<file path="src/rtl/evc_pkg.sv">
package evc_pkg;
  typedef enum logic [1:0] {
    SEL_LIVE = 2'd0,
    SEL_DIR  = 2'd1,
    SEL_MASK = 2'd2,
    SEL_PEND = 2'd3
  } reg_sel_e;
endpackage

</file>
<file path="src/rtl/evc_edge_detect.sv">
module evc_edge_detect #(
  parameter int unsigned NUM_SIG = 11,
  parameter int unsigned NUM_SEL = 8
) (
  input  logic               clk,
  input  logic               rst,
  input  logic [NUM_SIG-1:0] sig_in,
  input  logic [NUM_SEL-1:0] dir,
  output logic [NUM_SIG-1:0] level,
  output logic [NUM_SIG-1:0] hit
);
  logic [NUM_SIG-1:0] samp_q;
  logic               primed_q;

  always_ff @(posedge clk) begin
    if (rst) begin
      samp_q   <= '0;
      primed_q <= 1'b0;
    end else begin
      samp_q   <= sig_in;
      primed_q <= 1'b1;
    end
  end

  for (genvar i = 0; i < NUM_SIG; i++) begin : g_bit
    if (i < NUM_SEL) begin : g_prog
      assign hit[i] = primed_q & (dir[i] ? (samp_q[i] & ~sig_in[i])
                                         : (~samp_q[i] & sig_in[i]));
    end else begin : g_fixed
      assign hit[i] = primed_q & ~samp_q[i] & sig_in[i];
    end
  end

  assign level = samp_q;

  // no edge is reported in the first cycle out of reset
  p_quiet_after_reset_r10: assert property (@(posedge clk) disable iff (rst)
    $past(rst) |-> hit == '0);

  // an unchanged probe never produces an edge
  p_stable_no_hit_r2: assert property (@(posedge clk) disable iff (rst)
    $stable(sig_in) |-> hit == '0);
endmodule

</file>
<file path="src/rtl/evc_regs.sv">
module evc_regs
  import evc_pkg::*;
#(
  parameter int unsigned NUM_SIG = 11,
  parameter int unsigned NUM_SEL = 8,
  parameter int unsigned DATA_W  = 32,
  parameter int unsigned ADDR_W  = 6
) (
  input  logic               clk,
  input  logic               rst,
  input  logic               wr_en,
  input  logic               rd_en,
  input  logic [ADDR_W-1:0]  addr,
  input  logic [DATA_W-1:0]  wr_data,
  output logic [DATA_W-1:0]  rd_data,
  input  logic [NUM_SIG-1:0] level,
  input  logic [NUM_SIG-1:0] hit,
  output logic [NUM_SEL-1:0] dir,
  output logic [NUM_SIG-1:0] mask,
  output logic [NUM_SIG-1:0] pend
);
  localparam int unsigned SEL_LSB = 2;
  localparam int unsigned SEL_MSB = 3;

  logic [NUM_SEL-1:0] dir_q;
  logic [NUM_SIG-1:0] mask_q;
  logic [NUM_SIG-1:0] pend_q;
  logic [NUM_SIG-1:0] clr;
  logic [DATA_W-1:0]  rd_word;
  logic [DATA_W-1:0]  rd_q;
  logic               mapped;
  reg_sel_e           sel;
  logic               unused_wdata;

  assign unused_wdata = ^wr_data[DATA_W-1:NUM_SIG];
  assign mapped = (addr[ADDR_W-1:SEL_MSB+1] == '0) && (addr[SEL_LSB-1:0] == '0);
  assign sel    = reg_sel_e'(addr[SEL_MSB:SEL_LSB]);
  assign clr    = (wr_en && mapped && sel == SEL_PEND) ? wr_data[NUM_SIG-1:0] : '0;

  always_ff @(posedge clk) begin
    if (rst) begin
      dir_q  <= '0;
      mask_q <= '0;
    end else if (wr_en && mapped) begin
      if (sel == SEL_DIR)  dir_q  <= wr_data[NUM_SEL-1:0];
      if (sel == SEL_MASK) mask_q <= wr_data[NUM_SIG-1:0];
    end
  end

  always_ff @(posedge clk) begin
    if (rst) pend_q <= '0;
    else     pend_q <= (pend_q & ~clr) | hit;
  end

  always_comb begin
    rd_word = '0;
    if (mapped) begin
      case (sel)
        SEL_LIVE: rd_word[NUM_SIG-1:0] = level;
        SEL_DIR:  rd_word[NUM_SEL-1:0] = dir_q;
        SEL_MASK: rd_word[NUM_SIG-1:0] = mask_q;
        SEL_PEND: rd_word[NUM_SIG-1:0] = pend_q;
        default:  rd_word = '0;
      endcase
    end
  end

  always_ff @(posedge clk) begin
    if (rst)        rd_q <= '0;
    else if (rd_en) rd_q <= rd_word;
    else            rd_q <= '0;
  end

  assign rd_data = rd_q;
  assign dir     = dir_q;
  assign mask    = mask_q;
  assign pend    = pend_q;

  // registers leave reset cleared
  p_reset_clean_r1: assert property (@(posedge clk) disable iff (rst)
    $past(rst) |-> (pend_q == '0 && mask_q == '0 && dir_q == '0));

  // a pending bit only drops where a one was written
  p_keep_pending_r5: assert property (@(posedge clk) disable iff (rst)
    !$past(rst) |-> (($past(pend_q) & ~$past(clr)) & ~pend_q) == '0);

  // every detected edge is pending one cycle later
  p_edge_wins_r6: assert property (@(posedge clk) disable iff (rst)
    !$past(rst) |-> ($past(hit) & ~pend_q) == '0);

  // direction readback carries no bits above the programmable ones
  p_dir_pad_r4: assert property (@(posedge clk) disable iff (rst)
    ($past(rd_en) && $past(addr) == ADDR_W'(4)) |-> rd_data[DATA_W-1:NUM_SEL] == '0);

  // no read strobe, no read data
  p_idle_read_r11: assert property (@(posedge clk) disable iff (rst)
    !$past(rd_en) |-> rd_data == '0);
endmodule

</file>
<file path="src/rtl/evc_irq_out.sv">
module evc_irq_out #(
  parameter int unsigned NUM_SIG = 11
) (
  input  logic               clk,
  input  logic               rst,
  input  logic [NUM_SIG-1:0] pend,
  input  logic [NUM_SIG-1:0] mask,
  output logic               irq
);
  logic irq_q;

  always_ff @(posedge clk) begin
    if (rst) irq_q <= 1'b0;
    else     irq_q <= |(pend & mask);
  end

  assign irq = irq_q;
endmodule

</file>
<file path="src/rtl/dbg_event_collector.sv">
module dbg_event_collector #(
  parameter int unsigned NUM_SIG = 11,
  parameter int unsigned NUM_SEL = 8,
  parameter int unsigned DATA_W  = 32,
  parameter int unsigned ADDR_W  = 6
) (
  input  logic               clk,
  input  logic               rst,
  input  logic [NUM_SIG-1:0] probe_i,
  input  logic               wr_en,
  input  logic               rd_en,
  input  logic [ADDR_W-1:0]  addr,
  input  logic [DATA_W-1:0]  wr_data,
  output logic [DATA_W-1:0]  rd_data,
  output logic               irq_o
);
  logic [NUM_SIG-1:0] level;
  logic [NUM_SIG-1:0] hit;
  logic [NUM_SEL-1:0] dir;
  logic [NUM_SIG-1:0] mask;
  logic [NUM_SIG-1:0] pend;

  evc_edge_detect #(.NUM_SIG(NUM_SIG), .NUM_SEL(NUM_SEL)) u_edge (
    .clk(clk), .rst(rst), .sig_in(probe_i), .dir(dir), .level(level), .hit(hit)
  );

  evc_regs #(.NUM_SIG(NUM_SIG), .NUM_SEL(NUM_SEL), .DATA_W(DATA_W), .ADDR_W(ADDR_W)) u_regs (
    .clk(clk), .rst(rst), .wr_en(wr_en), .rd_en(rd_en), .addr(addr),
    .wr_data(wr_data), .rd_data(rd_data), .level(level), .hit(hit),
    .dir(dir), .mask(mask), .pend(pend)
  );

  evc_irq_out #(.NUM_SIG(NUM_SIG)) u_irq (
    .clk(clk), .rst(rst), .pend(pend), .mask(mask), .irq(irq_o)
  );

  // with every mask bit clear the interrupt is low next cycle
  p_masked_off_r8: assert property (@(posedge clk) disable iff (rst)
    (mask == '0) |=> !irq_o);

  // the interrupt only rises when something was pending
  p_irq_has_source_r7: assert property (@(posedge clk) disable iff (rst)
    $rose(irq_o) |-> $past(pend != '0));
endmodule

</file>
<file path="config.mk">
export PLATFORM = sky130hd
export DESIGN_NAME = dbg_event_collector
export DESIGN_NICKNAME = d
export VERILOG_FILES = /design/src/rtl/evc_pkg.sv /design/src/rtl/evc_edge_detect.sv /design/src/rtl/evc_regs.sv /design/src/rtl/evc_irq_out.sv /design/src/rtl/dbg_event_collector.sv
export SDC_FILE = /design/constraint.sdc
export NUM_CORES = 1
export LEC_CHECK = 0
export CAP_MARGIN = 10
export CORE_MARGIN = 2
export CORE_UTILIZATION = 45
export CTS_CLUSTER_DIAMETER = 40
export DETAILED_ROUTE_END_ITERATION = 10
export PLACE_DENSITY_LB_ADDON = 0.3
export SLEW_MARGIN = 20
export SYNTH_ARGS = -nofsm -noshare
export SYNTH_HDL_FRONTEND = slang
export SYNTH_SLANG_ARGS = --single-unit
</file>
<file path="constraint.sdc">
create_clock -name clk -period 1.85 [get_ports clk]
set_clock_uncertainty 0.1 [all_clocks]
set_input_delay 0.555 -clock clk [delete_from_list [all_inputs] [get_ports clk]]
set_output_delay 0.555 -clock clk [all_outputs]
set_load 0.005 [all_outputs]
</file>
# Yosys cells after proc, flatten, opt, wreduce, memory -nomap -nowiden
# Index checks and enable logic that the tools add are counted.
# totals
regBits,75
input_bits,53
# classes
eq_ne,3
muxes,12
n_bitwise,55
n_reduce_logical,11
# op_table
op,count
$pmux W8 S4,1
$and A1 B1 Y1,30
$and A11 B11 Y11,2
$not A1 Y1,21
$mux W11,1
$not A11 Y11,1
$or A11 B11 Y11,1
$reduce_or A11 Y1,1
$mux W1,9
$pmux W3 S3,1
$logic_not A2 Y1,3
$eq A2 B2 Y1 const B,2
$reduce_and A2 Y1,2
$logic_and A1 B1 Y1,3
$reduce_or A3 Y1,1
$eq A2 B1 Y1 const B,1
$reduce_or A2 Y1,1

# Logic depth before layout (Yosys ltp)
# depth
word_depth,8
mapped_depth,6

# Hierarchy
# Synthesis repeated with hierarchy kept, for this count alone.
# unflattened
hier_cells,250
area_unflattened_um2,2620.0
# by_module_without_submodules
module,instances,cells_per_inst,area_each_um2,seq_area_each_um2
evc_regs,1,189,1991.9,820.8
evc_edge_detect,1,53,548.0,240.2
evc_irq_out,1,8,80.1,20.0

# Worst setup path after synthesis
# OpenSTA, ideal clock, no wires.
# synth_timing
path_kind,input-to-reg
from,in addr[5]
to,"reg u_regs.pend_q[0], in the netlist u_regs.pend[0]"
setup_time_ns,0.132
arrival_ns,1.433
path_slack_ns,0.185
path_stages,4
path_buffers,1
path_cell_list,or4_4 -> buf_6 -> o21ai_1 -> a21oi_1
# synth_between
elab_chain_len,8
# synth_lines
element,line,source
"start, declared",dbg_event_collector.sv:12,"input logic [ADDR_W-1:0] addr,"
$logic_not A2 Y1,evc_regs.sv:36,assign mapped = (addr[ADDR_W-1:SEL_MSB+1] == '0) && (addr[SEL_LSB-1:0] == '0);
$logic_and A1 B1 Y1,evc_regs.sv:36,
$logic_and A1 B1 Y1 (2 in series),evc_regs.sv:38,assign clr = (wr_en && mapped && sel == SEL_PEND) ? wr_data[NUM_SIG-1:0] : '0;
$mux W11,evc_regs.sv:38,
$not A11 Y11,evc_regs.sv:52,else pend_q <= (pend_q & ~clr) | hit;
$and A11 B11 Y11,evc_regs.sv:52,
$or A11 B11 Y11,evc_regs.sv:52,
"end signal, assigned",evc_regs.sv:52,
"end, declared",evc_regs.sv:27,logic [NUM_SIG-1:0] pend_q;
# No other way between the ends.
# A chain may end at the register's enable or synchronous reset.

# Worst setup path in the final report
# layout_timing
from,in addr[3]
to,"reg u_regs.rd_q[0], in the netlist u_regs.rd_data[0]"
# layout_between
elab_chain_len,2
# layout_lines
element,line,source
"$eq A2 B2 Y1, or another cell as far along",evc_regs.sv:58,case (sel)
$pmux W8 S4 (*),evc_regs.sv:58,
"end signal, assigned",evc_regs.sv:70,else if (rd_en) rd_q <= rd_word;
"end, declared",evc_regs.sv:30,logic [DATA_W-1:0] rd_q;
# Every way passes the cells marked *; elsewhere a longest branch is shown, timed or not.

==> reports/summary.txt <==
FF-to-FF End - u_irq.irq
Clk root buf - clkbuf_8
Final Max Slew Viols - 0
1st-iter DRT viols - 223
Final setup fails - 0
Synth Area in Compound Gates - 16.1%
Critical Path RT - 1950 ps
Vias/cell - 5.57
DRT Pass-1 Iters - 4
CP cell instances - clkdlybuf4s50_1 > buf_12 > mux4_2 > nor2b_1
Top post-synthesis cells by area - dfxtp_1 42%, buf_4 7.0%, mux4_2 7.0%, a21oi_1 5.8%, o21ai_1 5.8%
Min cycle time layout - 1790 ps
Initial antenna violation count - 0
Hold-fix buffers, CTS - 0
Yosys top cell area share - 42.1%
Reg-to-Reg Start - u_regs.pend[8]
Share of the yosys chip area belonging to registers - 42.1%
Wire length on met3 - 421 um
GR Util All Layers - 20.5%
Worst r2r path cells - 3
CP endpoint kind - flip-flop
Maximum fanout along the worst path - 16
Placed cell count - 386
Total power draw - 2.13 mW
HP Start - u_edge.level[8]
Synthesized flop and latch total - 54
Worst reg-to-reg setup slack - 560 ps
First-pass GRT wire length - 10.1 mm
Initial core utilization - 46.6%
Share of layout cells above drive strength 1 - 14.3%
Metal-1 WL - 2.62 mm
Pin count of the biggest net entering global routing - 25
RSZ-0062 raised after global routing - false
Min-delay worst type - reg2reg
Final antenna-violating net count - 0
Total Routed Length - 6.09 mm
Crit-path leading delay family - buffers and inverters
P_leak - 1.17 nW
GP Congestion - 0.856
CP Launch Type - primary input
Final Hold Violating Endpoints - 0
Syn Inst Count - 267
DR WL met2 - 2.93 mm
Syn. warnings - 0
CTS tree - done
Clock sinks - 54
Simple-gate area share of the yosys netlist - 20.4%
CP bufs+invs - 2
Syn Area/Cell - 9.62 um^2
Die area - 0.00633 mm^2
Worst endpoint data arrival time - 1890 ps
CTS buffer count - 5
Worst vdd ir - 0.000430 V
# H-tree levels - 2
Gr ovfl total - 0
Synth Area in XOR/XNOR - 0%
Wire per inst - 15.4 um
P&R area growth vs syn - 23.6%
Pwr/cell area - 671 mW/mm^2
Antenna diodes - 0
Min-Delay Path Depth - 2
Outcome - completed
Max cap viols - 0
Vias in the first global route - 2136
Mapped Area - 0.00257 mm^2
Main combinational cell family by area after synthesis - simple AND/OR/NAND/NOR gates
Number of port buffers - 43
Worst path slowest cell - mux4_2
Rows - 27
Largest area contributor in the netlist - dfxtp_1
Fill count - 518
Hold path endpoint - u_regs.rd_data[8]
Synthesized-area fraction occupied by adder cells - 0%
CTS Buffer Depth - 2
HPWL Detailed - 4.00 mm
Final #Nets - 375
Non-Filler Instances - 394
Clk pin slew, worst setup/hold paths - 90 ps
Via count - 2195
DIE HEIGHT - 79.6 um
Max Freq - 559 MHz
Share of the clock period used by the worst path - 96.8%
Clock Latency Late Sink - 300 ps
Die width - 79.6 um
Remaining DRCs - 0
CP max stage delay - 510 ps
Core Box Area - 0.00551 mm^2
Top Layer Used - met4
CP Class - in2reg
Netlist cell types - 29
Mux contribution to synthesized area - 8.33%
I/O pins - 86
Hold slack - 399 ps
-- kinds of logic after synthesis --
| logic type | after synthesis |
|---|---|
| and+or+nand+nor | 79 |
| DFF | 54 |
| muxes | 11 |
| other | 1 |
| buffers and inverters | 45 |
| AOI/OAI and AO/OA | 77 |
-- cell usage after synthesis --
library cell     instances
nor3b_1                  8
nand3_1                  9
nand4_1                 22
a22o_1                   2
nor2b_1                 20
clkbuf_1                 7
or4_4                    1
nor2_1                   4
a21oi_1                 30
mux2_1                   3
a222oi_1                 1
a22oi_1                  3
buf_6                    4
a31oi_1                  1
mux4_2                   8
inv_2                    1
a221oi_1                 2
nand3b_1                 5
dlygate4sd1_1            2
clkdlybuf4s18_2          1
conb_1                   1
and3b_1                  9
buf_8                    2
nor4_2                   1
o21ai_1                 30
buf_4                   24
o21ai_0                  8
dfxtp_1                 54
buf_2                    4
-- layer usage --
layer | track usage, % | vias to the layer above
met3 | 3.73 | 11
met5 | 0 | -
li1 | - | 1047
met4 | 7.93 | 0
met1 | 26.1 | 1044
met2 | 34.2 | 93
-- power by group --
group	internal [mW]	switching, mW	total, mW
logic	0.155	0.134	0.289
registers	1.19	0.0266	1.22
clock network	0.262	0.361	0.622
-- per-stage QoR --
stage	setup slack [ps]	TNS [ps]	utilization, %	instance area, um^2
after CTS	-1.19	-1.19	57.5	3170
after global routing	29.1	0	57.7	3180
after global placement	-357	-12780	56.0	3080
after floorplan	185	0	-	2640
final	60.1	0	57.7	3180
after detailed placement	-399	-13730	56.0	3080
-- tightest hold or removal path: stages, from the launching register on --
cell and delay (ps):
dfxtp_1 330, a22oi_1 70, nor2_1 70
-- placed cells by master, fill, tap and decap left out --
master           netlist  layout
a21oi_1               30      29
a21oi_2                0       1
a221oi_1               2       2
a222oi_1               1       1
a22o_1                 2       2
a22oi_1                3       3
a31oi_1                1       1
and3b_1                9       9
buf_12                 0       3
buf_4                 24      25
clkbuf_1               7       2
clkbuf_8               0       5
clkdlybuf4s50_1        0      38
conb_1                 1      21
dfxtp_1               54      54
dlygate4sd2_1          0       3
dlymetal6s2s_1         0       2
inv_2                  1       1
mux2_1                 3       3
mux4_2                 8       8
nand3_1                9       9
nand3b_1               5       5
nand4_1               22      22
nor2_1                 4       4
nor2b_1               20      20
nor3b_1                8       8
nor4_2                 1       1
o21ai_0                8       8
o21ai_1               30      30
or4_4                  1       2
-- layout make-up --
type / count / area (um^2) / share of cell area (%)
Timing Repair Buffer: 71 / 679 / 21.4
Tap cell: 72 / 90.1 / 2.84
Multi-Input combinational cell: 189 / 1240 / 39.2
Clock buffer: 7 / 76.3 / 2.40
Inverter: 1 / 3.75 / 0.118
Sequential cell: 54 / 1080 / 34.0
-- flip-flops by register name, indices dropped and copies added (netlist names) --
signal and flops:
u_edge.level 11, u_regs.mask 11, u_regs.pend 11, u_regs.rd_data 11, u_regs.dir 8, u_edge.primed_q 1, u_irq.irq 1
-- repair_timing --
item	4_1_cts	5_1_grt
setup buffers	0	0
pin swaps	2	0
setup endpoints to repair	30	39
gates cloned	1	0
resized for setup	4	3
-- worst max-delay path by stage --
stage | startpoint | end | slack, ps | cells after the start
finish | addr[3] | u_regs.rd_data[0] | 60 | 4
global placement | addr[5] | u_regs.pend[6] | -360 | 4
detailed placement | addr[5] | u_regs.dir[5] | -400 | 4
CTS | addr[1] | u_regs.dir[5] | -1 | 4
floorplan | addr[5] | u_regs.pend[0] | 190 | 4
global route | u_regs.rd_data[8] | rd_data[8] | 30 | 1
(Power assumes the default switching activity.)
